**src/rtl/i2car_pkg.sv**
```systemverilog
package i2car_pkg;
   typedef enum logic [2:0] {
      PH_IDLE,
      PH_HDR,
      PH_TENLO,
      PH_SEL,
      PH_SKIP
   } phase_t;

   localparam logic [4:0] TEN_TAG = 5'b11110;
endpackage

```
**src/rtl/i2car_bus_events.sv**
```systemverilog
module i2car_bus_events (
   input  logic clk,
   input  logic rst_n,
   input  logic scl_i,
   input  logic sda_i,
   output logic start_o,
   output logic rstart_o,
   output logic stop_o,
   output logic scl_rise_o,
   output logic scl_fall_o
);
   logic scl_q, sda_q, busy_q;

   always_ff @(posedge clk or negedge rst_n) begin
      if (!rst_n) begin
         scl_q  <= 1'b1;
         sda_q  <= 1'b1;
         busy_q <= 1'b0;
      end else begin
         scl_q <= scl_i;
         sda_q <= sda_i;
         if (start_o)     busy_q <= 1'b1;
         else if (stop_o) busy_q <= 1'b0;
      end
   end

   assign start_o    = scl_i & scl_q & sda_q & ~sda_i;
   assign stop_o     = scl_i & scl_q & ~sda_q & sda_i;
   assign rstart_o   = start_o & busy_q;
   assign scl_rise_o = scl_i & ~scl_q;
   assign scl_fall_o = ~scl_i & scl_q;
endmodule

```
**src/rtl/i2car_shifter.sv**
```systemverilog
module i2car_shifter #(
   parameter int BYTE_W = 8
) (
   input  logic              clk,
   input  logic              rst_n,
   input  logic              start_i,
   input  logic              stop_i,
   input  logic              scl_rise_i,
   input  logic              scl_fall_i,
   input  logic              sda_i,
   input  logic              ack_req_i,
   output logic              byte_valid_o,
   output logic [BYTE_W-1:0] byte_o,
   output logic              sda_oe_o
);
   localparam int CW = $clog2(BYTE_W + 1);
   localparam logic [CW-1:0] ACK_SLOT = CW'(BYTE_W);
   localparam logic [CW-1:0] LAST_BIT = CW'(BYTE_W - 1);

   logic [CW-1:0]     cnt_q;
   logic [BYTE_W-2:0] sh_q;
   logic              active_q;

   always_ff @(posedge clk or negedge rst_n) begin
      if (!rst_n) begin
         cnt_q    <= '0;
         sh_q     <= '0;
         active_q <= 1'b0;
         sda_oe_o <= 1'b0;
      end else if (start_i || stop_i) begin
         cnt_q    <= '0;
         active_q <= start_i;
         sda_oe_o <= 1'b0;
      end else if (active_q) begin
         if (scl_rise_i) begin
            if (cnt_q == ACK_SLOT) begin
               cnt_q <= '0;
            end else begin
               sh_q  <= {sh_q[BYTE_W-3:0], sda_i};
               cnt_q <= cnt_q + 1'b1;
            end
         end
         if (scl_fall_i) sda_oe_o <= (cnt_q == ACK_SLOT) && ack_req_i;
      end
   end

   assign byte_valid_o = active_q & scl_rise_i & (cnt_q == LAST_BIT) & ~start_i & ~stop_i;
   assign byte_o       = {sh_q, sda_i};
endmodule

```
**src/rtl/i2car_addr_match.sv**
```systemverilog
module i2car_addr_match
   import i2car_pkg::*;
#(
   parameter int ADDR_W            = 10,
   parameter int BYTE_W            = 8,
   parameter bit GROUP_CMD_SUPPORT = 1'b1
) (
   input  logic              clk,
   input  logic              rst_n,
   input  logic              start_i,
   input  logic              rstart_i,
   input  logic              stop_i,
   input  logic              byte_valid_i,
   input  logic [BYTE_W-1:0] byte_i,
   input  logic [ADDR_W-1:0] own_addr,
   input  logic              ten_bit_en,
   input  logic              group_cmd_en,
   output logic              addr_match,
   output logic              dir,
   output logic              stop_event,
   output logic              ack_req
);
   localparam int SHORT_W = BYTE_W - 1;
   localparam int HI_W    = ADDR_W - BYTE_W;

   phase_t phase_q;
   logic   ten_mem_q, addressed_q, report;
   logic   hit7, hit10_hdr;

   assign hit7      = byte_i[BYTE_W-1:1] == own_addr[SHORT_W-1:0];
   assign hit10_hdr = (byte_i[BYTE_W-1:HI_W+1] == TEN_TAG) &&
                      (byte_i[HI_W:1] == own_addr[ADDR_W-1:BYTE_W]);

   generate
      if (GROUP_CMD_SUPPORT) begin : g_group
         assign report = !(group_cmd_en && !ten_bit_en) || addressed_q;
      end else begin : g_plain
         assign report = 1'b1;
      end
   endgenerate

   always_ff @(posedge clk or negedge rst_n) begin
      if (!rst_n) begin
         phase_q     <= PH_IDLE;
         ten_mem_q   <= 1'b0;
         addressed_q <= 1'b0;
         addr_match  <= 1'b0;
         dir         <= 1'b0;
         stop_event  <= 1'b0;
         ack_req     <= 1'b0;
      end else begin
         addr_match <= 1'b0;
         stop_event <= 1'b0;
         if (stop_i) begin
            phase_q     <= PH_IDLE;
            ten_mem_q   <= 1'b0;
            ack_req     <= 1'b0;
            stop_event  <= report;
            addressed_q <= 1'b0;
         end else if (start_i) begin
            phase_q <= PH_HDR;
            ack_req <= 1'b0;
            if (!rstart_i) ten_mem_q <= 1'b0;
         end else if (byte_valid_i) begin
            ack_req <= 1'b0;
            phase_q <= PH_SKIP;
            unique case (phase_q)
               PH_HDR: begin
                  if (!ten_bit_en) begin
                     if (hit7) begin
                        addr_match  <= 1'b1;
                        dir         <= byte_i[0];
                        ack_req     <= 1'b1;
                        addressed_q <= 1'b1;
                        phase_q     <= PH_SEL;
                     end
                  end else if (hit10_hdr && !byte_i[0]) begin
                     ack_req <= 1'b1;
                     phase_q <= PH_TENLO;
                  end else if (hit10_hdr && ten_mem_q) begin
                     addr_match  <= 1'b1;
                     dir         <= 1'b1;
                     ack_req     <= 1'b1;
                     addressed_q <= 1'b1;
                     phase_q     <= PH_SEL;
                  end else begin
                     ten_mem_q <= 1'b0;
                  end
               end
               PH_TENLO: begin
                  if (byte_i == own_addr[BYTE_W-1:0]) begin
                     addr_match  <= 1'b1;
                     dir         <= 1'b0;
                     ack_req     <= 1'b1;
                     addressed_q <= 1'b1;
                     ten_mem_q   <= 1'b1;
                     phase_q     <= PH_SEL;
                  end else begin
                     ten_mem_q <= 1'b0;
                  end
               end
               PH_SEL:  phase_q <= PH_SEL;
               default: phase_q <= phase_q;
            endcase
         end
      end
   end
endmodule

```
**src/rtl/i2c_addr_recognizer.sv**
```systemverilog
module i2c_addr_recognizer #(
   parameter int ADDR_W            = 10,
   parameter int BYTE_W            = 8,
   parameter bit GROUP_CMD_SUPPORT = 1'b1
) (
   input  logic              clk,
   input  logic              rst_n,
   input  logic              scl_i,
   input  logic              sda_i,
   input  logic [ADDR_W-1:0] own_addr,
   input  logic              ten_bit_en,
   input  logic              group_cmd_en,
   output logic              addr_match,
   output logic              dir,
   output logic              stop_event,
   output logic              sda_oe
);
   generate
      if (BYTE_W != 8) begin : g_bad_byte
         $error("BYTE_W must be 8");
      end
      if (ADDR_W != 10) begin : g_bad_addr
         $error("ADDR_W must be 10");
      end
   endgenerate

   logic start, rstart, stop, scl_rise, scl_fall;
   logic byte_valid, ack_req;
   logic [BYTE_W-1:0] rx_byte;

   i2car_bus_events u_events (
      .clk        (clk),
      .rst_n      (rst_n),
      .scl_i      (scl_i),
      .sda_i      (sda_i),
      .start_o    (start),
      .rstart_o   (rstart),
      .stop_o     (stop),
      .scl_rise_o (scl_rise),
      .scl_fall_o (scl_fall)
   );

   i2car_shifter #(.BYTE_W(BYTE_W)) u_shift (
      .clk          (clk),
      .rst_n        (rst_n),
      .start_i      (start),
      .stop_i       (stop),
      .scl_rise_i   (scl_rise),
      .scl_fall_i   (scl_fall),
      .sda_i        (sda_i),
      .ack_req_i    (ack_req),
      .byte_valid_o (byte_valid),
      .byte_o       (rx_byte),
      .sda_oe_o     (sda_oe)
   );

   i2car_addr_match #(
      .ADDR_W            (ADDR_W),
      .BYTE_W            (BYTE_W),
      .GROUP_CMD_SUPPORT (GROUP_CMD_SUPPORT)
   ) u_match (
      .clk          (clk),
      .rst_n        (rst_n),
      .start_i      (start),
      .rstart_i     (rstart),
      .stop_i       (stop),
      .byte_valid_i (byte_valid),
      .byte_i       (rx_byte),
      .own_addr     (own_addr),
      .ten_bit_en   (ten_bit_en),
      .group_cmd_en (group_cmd_en),
      .addr_match   (addr_match),
      .dir          (dir),
      .stop_event   (stop_event),
      .ack_req      (ack_req)
   );
endmodule

```
**config.mk**
```make
export PLATFORM = sky130hd
export DESIGN_NAME = i2c_addr_recognizer
export DESIGN_NICKNAME = d
export VERILOG_FILES = /design/src/rtl/i2car_pkg.sv /design/src/rtl/i2car_bus_events.sv /design/src/rtl/i2car_shifter.sv /design/src/rtl/i2car_addr_match.sv /design/src/rtl/i2c_addr_recognizer.sv
export SDC_FILE = /design/constraint.sdc
export NUM_CORES = 1
export LEC_CHECK = 0
export BUFFER_PORTS_ARGS = -buffer_cell sky130_fd_sc_hd__buf_2
export CAP_MARGIN = 0
export CORE_AREA = 2 2 57 59
export DETAILED_ROUTE_END_ITERATION = 10
export DIE_AREA = 0 0 59 61
export PLACE_DENSITY_LB_ADDON = 0.15
export SYNTH_ARGS = -nofsm -noshare
export SYNTH_HDL_FRONTEND = slang
export SYNTH_SLANG_ARGS = --single-unit
```
**constraint.sdc**
```tcl
create_clock -name clk -period 1.8 [get_ports clk]
set_input_delay 0.36 -clock clk [delete_from_list [all_inputs] [get_ports clk]]
set_output_delay 0.36 -clock clk [all_outputs]
set_load 0.02 [all_outputs]
```
==> out/results.txt, run 1 <==
status: finished with violations
violated checks: negative hold slack
via count: 1229
LEAKAGE: 0.765 nW
Sum Neg Setup Slack: 0 ps
total power draw: 1.68 mW
layout cells sized above 1: 0.285
worst reg-to-reg path cell count: 4
post-place setup slack: 46.8 ps
reg2reg end: u_shift.sh_q[6]
row count: 20
fin cells: 212
Clk Latency, worst-skew pair: 320 ps
Post-Synth Adder-Cell Area: 0.0172
Mapped Nets: 168
Net Sw Frac: 0.325
Startpoint Class: register
mux contribution to synthesized area: 0.0609
critical path peak fanout: 10
crit path DAT: 1940 ps
xor/xnor share of the synthesized area: 0.120
post-synthesis sequential area ratio: 0.414
post-CTS setup buffers: 0
Die X: 59 um
clock tree buffer depth: 2
final setup margin: 69.7 ps
hold_ws: -12.8 ps
Final ANT Viol Nets: 0
CTS tree: built
Async SR Flop Fraction: 1.00
HPWL Detailed: 2480 um
Placed Cells: 208
initial DRC count: 71
largest net degree at the start of global routing: 25
Hold/Removal Path Class: input pin to async pin
nets@finish: 198
via/cell ratio: 5.80
Compound-Gate Fraction of Synth Area: 0.147
Comb pwr share: 0.279
antenna violations before repair: 0
Final Max Tran Viols: 0
die footprint: 0.00360 mm2
n_diodes: 0
Placer Congestion: 0.832
Core Region: 0.00295 mm2
Pwr per Cell Area: 978 mW/mm2
Routed wire per std cell: 15.2 um
Final period util: 0.961
chip height: 61 um
RSZ-0062 raised after global routing: no
TritonCTS Buffers: 3
Synth Flop Type: dfrtp_1
number of flops mapped to enable cells by yosys: 0
GR Overflow Total: 0
P_int: 1.13 mW
Clock Sinks: 24
Worst Path Required: 2010 ps
Ys Warns: 0
simple-gate share of the synthesized area: 0.198
clk root buf: clkbuf_4
DRC: 0
initial core utilization: 0.494
crit end category: register
Yosys reg bits: 24
Syn-to-layout area delta: 17.6%
Setup Viol. Count Final: 0
fmax: 0.578 GHz
max_cap viols: 0
# IOs: 20
H-tree levels: 1
first-pass GRT wire length: 5320 um
Final min period: 1730 ps
Flop pwr share: 0.482
WS Path Type: register to register
Distinct cells, synth: 43
Post-Syn Instances: 150
PortBufs: 19
Worst R2R Setup Slack: 70 ps
Sw Pwr: 0.544 mW
part of the power in the clock network: 0.239
Mapped Area: 0.00146 mm2
Clock transition at path regs: 150 ps
syn_area_per_cell: 9.72 um2
final hold violation count: 12
Setup Skew: 12.2 ps
Max VDD drop: 0.529 mV
GRT Total Usage: 0.195
main combinational cell family by area after synthesis: simple AND/OR/NAND/NOR gates
vias in the first global route: 1169
relative slew slack: 0.646
Slew @ Worst Pin: 531 ps
R2R Path Start: u_events.scl_q
DRT Pass-1 Iters: 5
Routed Wire Length: 3230 um
-- stage by stage --
stage                util  area (um2)
CTS                 0.573        1690
finish              0.581        1710
global route        0.581        1710
detailed placement  0.556        1640
global placement    0.556        1640
floorplan               -        1460
-- worst max-delay path, cell delays in order (launching register included) --
cell	delay [ps]
dfstp_2	550
and3b_1	210
buf_4	160
nand2_1	300
mux2_2	390
-- timing repair --
action | in CTS | in global routing
resized for setup | 0 | 7
hold buffers | 0 | 0
endpoints found under the setup margin | 0 | 8
-- placed cells by master (no fill, tap or decap), drive strengths merged, types with 3 or more instances in the layout --
master  netlist  final
nand2        14     14
dfrtp        22     22
inv           7      7
mux2          7      7
nor3          4      4
buf           4     30
a31oi         4      4
clkbuf        1      3
xor2          6      6
nand3         5      5
o21ai        15     15
nor2          8      8
nand4         5      5
xnor2        14     14
-- synthesized netlist by cell type (2+ instances only) --
cell,instances,share of area
dfrtp_1,22,0.38
o21ai_0,15,0.052
nand2_1,14,0.036
xnor2_1,14,0.084
nor2_1,8,0.021
inv_1,7,0.018
mux2_2,7,0.054
xor2_1,6,0.036
nand3_1,5,0.017
nand4_1,5,0.021
a31oi_1,4,0.017
nor3_1,4,0.014
a21oi_1,2,0.0069
buf_2,2,0.0069
buf_6,2,0.015
dfstp_2,2,0.036
ha_1,2,0.017
nand3b_1,2,0.010
nor3b_1,2,0.010
o31ai_1,2,0.010
-- cell families after synthesis --
family | Yosys count
XOR/XNOR | 20
flip-flops | 24
buffers and inverters | 12
AO/OA/AOI/OAI | 34
multiplexers | 8
AND/OR/NAND/NOR | 50
adder cells (fa/ha/maj) | 2
-- cell type report --
cell class                      count  area (um2)
Clock buffer                        3        22.5
Clock inverter                      1        30.0
Fill cell                         265        1240
Inverter                            7        26.3
Multi-Input combinational cell    114         812
Sequential cell                    24         604
Tap cell                           33        41.3
Timing Repair Buffer               30         178
-- flip-flops by register name, indices dropped and copies added, names as in the netlist --
| name | flops |
|---|---|
| u_shift.sh_q | 7 |
| u_shift.cnt_q | 4 |
| u_match.phase_q | 3 |
| u_events.scl_q | 1 |
| u_events.sda_q | 1 |
| u_match.ack_req | 1 |
| u_match.addr_match | 1 |
| u_match.addressed_q | 1 |
| u_match.dir | 1 |
| u_match.stop_event | 1 |
| u_match.ten_mem_q | 1 |
| u_shift.active_q | 1 |
| u_shift.sda_oe_o | 1 |
-- worst max-delay path by stage --
stage                     start  slack [ps]             endpoint  depth (start not counted)
4_1_cts         u_shift.sh_q[1]          10   u_match.addr_match                          5
3_3_place_gp    u_shift.sh_q[1]          60   u_match.addr_match                          5
6_report         u_events.scl_q          70      u_shift.sh_q[6]                          4
3_5_place_dp    u_shift.sh_q[1]          50  u_match.addressed_q                          5
2_1_floorplan             scl_i          90   u_match.phase_q[0]                          7
5_1_grt        u_shift.cnt_q[1]           4          u_match.dir                          7
-- power groups by stage --
stage | Sequential, mW | Combinational, mW | Clock (mW)
3_5_place_dp | 0.809 | 0.458 | 0
3_3_place_gp | 0.801 | 0.437 | 0
5_1_grt | 0.830 | 0.522 | 0.425
6_report | 0.808 | 0.468 | 0.400
4_1_cts | 0.796 | 0.461 | 0.408
2_1_floorplan | 0.773 | 0.347 | 0
-- routing by layer --
layer | GRT usage | wire length (um) | part of all wire
met5 | 0 | 0 | 0
met2 | 0.344 | 1630 | 0.51
met4 | 0.0487 | 17 | 0.0053
met1 | 0.255 | 1410 | 0.44
met3 | 0.0256 | 171 | 0.053
(Power assumes the default switching activity.)
==> inputs of run 2 (changes only) <==
Settings changed: CORE_AREA 2 2 57 59 to 2 2 58 60, DIE_AREA 0 0 59 61 to 0 0 60 62, SYNTH_HIERARCHICAL from default to 1.
==> run 2 against run 1 <==
Hold slack better by 19 ps; final cell count is 16% higher; non-clock buffer count increased by 18; synthesized cell count up 1.3%; global-route usage is 0.14 points higher; the run ends with negative setup slack left; critical path depth rose by 4; clock skew down 6.1 ps; highest routed layer unchanged.
==> out/results.txt, run 2 <==
Post-synth top cells: dfrtp_1, xor2_1, nand2_1
CTS tree: built
FF+latch area: 636 um2
crit path DAT: 2180 ps
Final period util: 1.09
DRT Pass-1 Iters: 4
Routed wire per std cell: 13.9 um
Largest regs: u_shift/sh_q: 7 flops, u_shift/cnt_q: 4 flops, u_match/phase_q: 3 flops
Fill cells: 288
max reg flops: 7
Final ANT Viol Nets: 0
Placer Congestion: 0.849
CP max-delay cell: dfstp_2
vias in the first global route: 1304
initial core utilization: 0.477
Synth top area share: 0.379
Net Sw Frac: 0.347
CP dominant cell by count: nor2_4
Largest Register: u_shift/sh_q
WS Path Type: register to register
syn_area_per_cell: 9.98 um2
CP delay by family, top: simple AND/OR/NAND/NOR gates
LEAKAGE: 0.936 nW
die footprint: 0.00372 mm2
cell taking the most area after synthesis: dfrtp_1
Final min period: 1960 ps
Synth Flop Type: dfrtp_1
max_cap viols: 0
first-pass GRT wire length: 5530 um
nets@finish: 218
Clk Latency, worst-skew pair: 320 ps
Worst Path Required: 2010 ps
TritonCTS Buffers: 3
Syn-to-layout area delta: 30.1%
Mapped Nets: 170
clock tree buffer depth: 2
PortBufs: 19
Mapped Area: 0.00152 mm2
Core Region: 0.00318 mm2
GR Overflow Total: 0
layout cells sized above 1: 0.437
DRC: 0
final hold violation count: 0
Placed Cells: 233
Die X: 60 um
RSZ-0062 raised after global routing: yes
Startpoint Class: register
crit end category: register
hold buffer count at CTS: 0
Comb pwr share: 0.347
Flop pwr share: 0.497
Clock Sinks: 25
post-synthesis sequential area ratio: 0.414
# IOs: 20
GRT Total Usage: 0.197
final setup margin: -162 ps
Final Max Tran Viols: 0
commonest cells after routing, fill and taps aside: buf_4, buf_2, dfrtp_1, xor2_1, nand2_1
Pwr per Cell Area: 842 mW/mm2
Sum Neg Setup Slack: -738 ps
Sw Pwr: 0.577 mW
Worst R2R Setup Slack: -160 ps
Clock transition at path regs: 140 ps
via/cell ratio: 5.17
cell with the most instances after synthesis: dfrtp_1
violated checks: negative setup slack
status: finished with violations
via count: 1267
Ys Warns: 6
number of flops mapped to enable cells by yosys: 0
Post-Syn Instances: 152
Yosys reg bits: 25
Async SR Flop Fraction: 1.00
Hold/Removal Path Class: input pin to async pin
Distinct cells, synth: 42
H-tree levels: 1
antenna violations before repair: 0
critical path peak fanout: 3
chip height: 62 um
Setup Viol. Count Final: 9
HPWL Detailed: 2440 um
worst reg-to-reg path cell count: 8
Setup Skew: 6.06 ps
row count: 21
area occupied by multi-input gates: 912 um2
P_int: 1.08 mW
Max VDD drop: 0.653 mV
Routed Wire Length: 3420 um
R2R Path Start: u_events/sda_q
crit path buf inv count: 1
largest net degree at the start of global routing: 26
initial DRC count: 30
crit path cell chain: nor2_4 > or2_4 > nor4_4 > inv_2 > nor2_4 > and3_1 > o211ai_1 > mux2_1
max incr delay on CP: 590 ps
fmax: 0.510 GHz
relative slew slack: 0.625
fin cells: 245
reg2reg end: u_match/dir
leading cell type in the layout, fill and taps excluded: buf_4
part of the power in the clock network: 0.156
Slew @ Worst Pin: 563 ps
top cells by area, synth: dfrtp_1, xor2_1, mux2_4
n_diodes: 0
clk root buf: clkbuf_4
[run 2: final cells by class]
type,count,area share
multi-input cells,115,0.462
flip-flops and latches,25,0.322
repair buffers,48,0.160
well taps,46,0.0292
clock buffers,4,0.0133
inverters,7,0.0133
[run 2: worst max-delay path by stage]
stage	start	to	cells after the start
finish	u_events/sda_q	u_match/dir	8
CTS	u_events/sda_q	u_match/dir	8
global route	u_events/sda_q	u_match/dir	8
floorplan	u_events/sda_q	u_match/dir	9
global placement	sda_i	u_match/dir	10
detailed placement	sda_i	u_match/dir	10
[run 2: cell families after synthesis]
kind of cell / count (synthesis) / share of synthesized area
xor+xnor: 18 / 0.104
fa+ha+maj: 2 / 0.0165
flops: 25 / 0.414
simple gates: 61 / 0.229
buf+inv: 12 / 0.0470
compound gates: 25 / 0.106
mux: 9 / 0.0833
[run 2: per-layer routing]
metal | track usage | vias to the layer above | share of wire
met3 | 0.0331 | 8 | 0.032
li1 | - | 628 | -
met4 | 0.0730 | 0 | 0.020
met5 | 0 | - | 0
met2 | 0.360 | 30 | 0.54
met1 | 0.231 | 601 | 0.41
[run 2: metrics by stage]
stage	hold slack (ps)	utilization	cell area [um2]	power, mW	setup slack [ps]
2_1_floorplan	64.4	-	1550	1.15	-323
3_5_place_dp	390	0.571	1820	1.33	-289
5_1_grt	29.7	0.621	1970	1.78	-255
6_report	6.16	0.621	1970	1.66	-162
4_1_cts	17.9	0.600	1910	1.62	-173
3_3_place_gp	380	0.571	1820	1.30	-230
[run 2: repair_timing]
action                                  CTS  global route
gates resized for setup                  10             9
hold endpoints to repair                  0             0
endpoints found under the setup margin   10            13
pin swaps                                 8            14
setup buffers                             6             4
[run 2: power by group through the flow]
| stage | Clock [mW] | Sequential, mW | Combinational, mW |
|---|---|---|---|
| after floorplan | 0 | 0.787 | 0.363 |
| after global placement | 0 | 0.813 | 0.487 |
| after detailed placement | 0 | 0.822 | 0.505 |
| after CTS | 0.268 | 0.821 | 0.529 |
| after global routing | 0.291 | 0.844 | 0.643 |
| final | 0.260 | 0.826 | 0.577 |
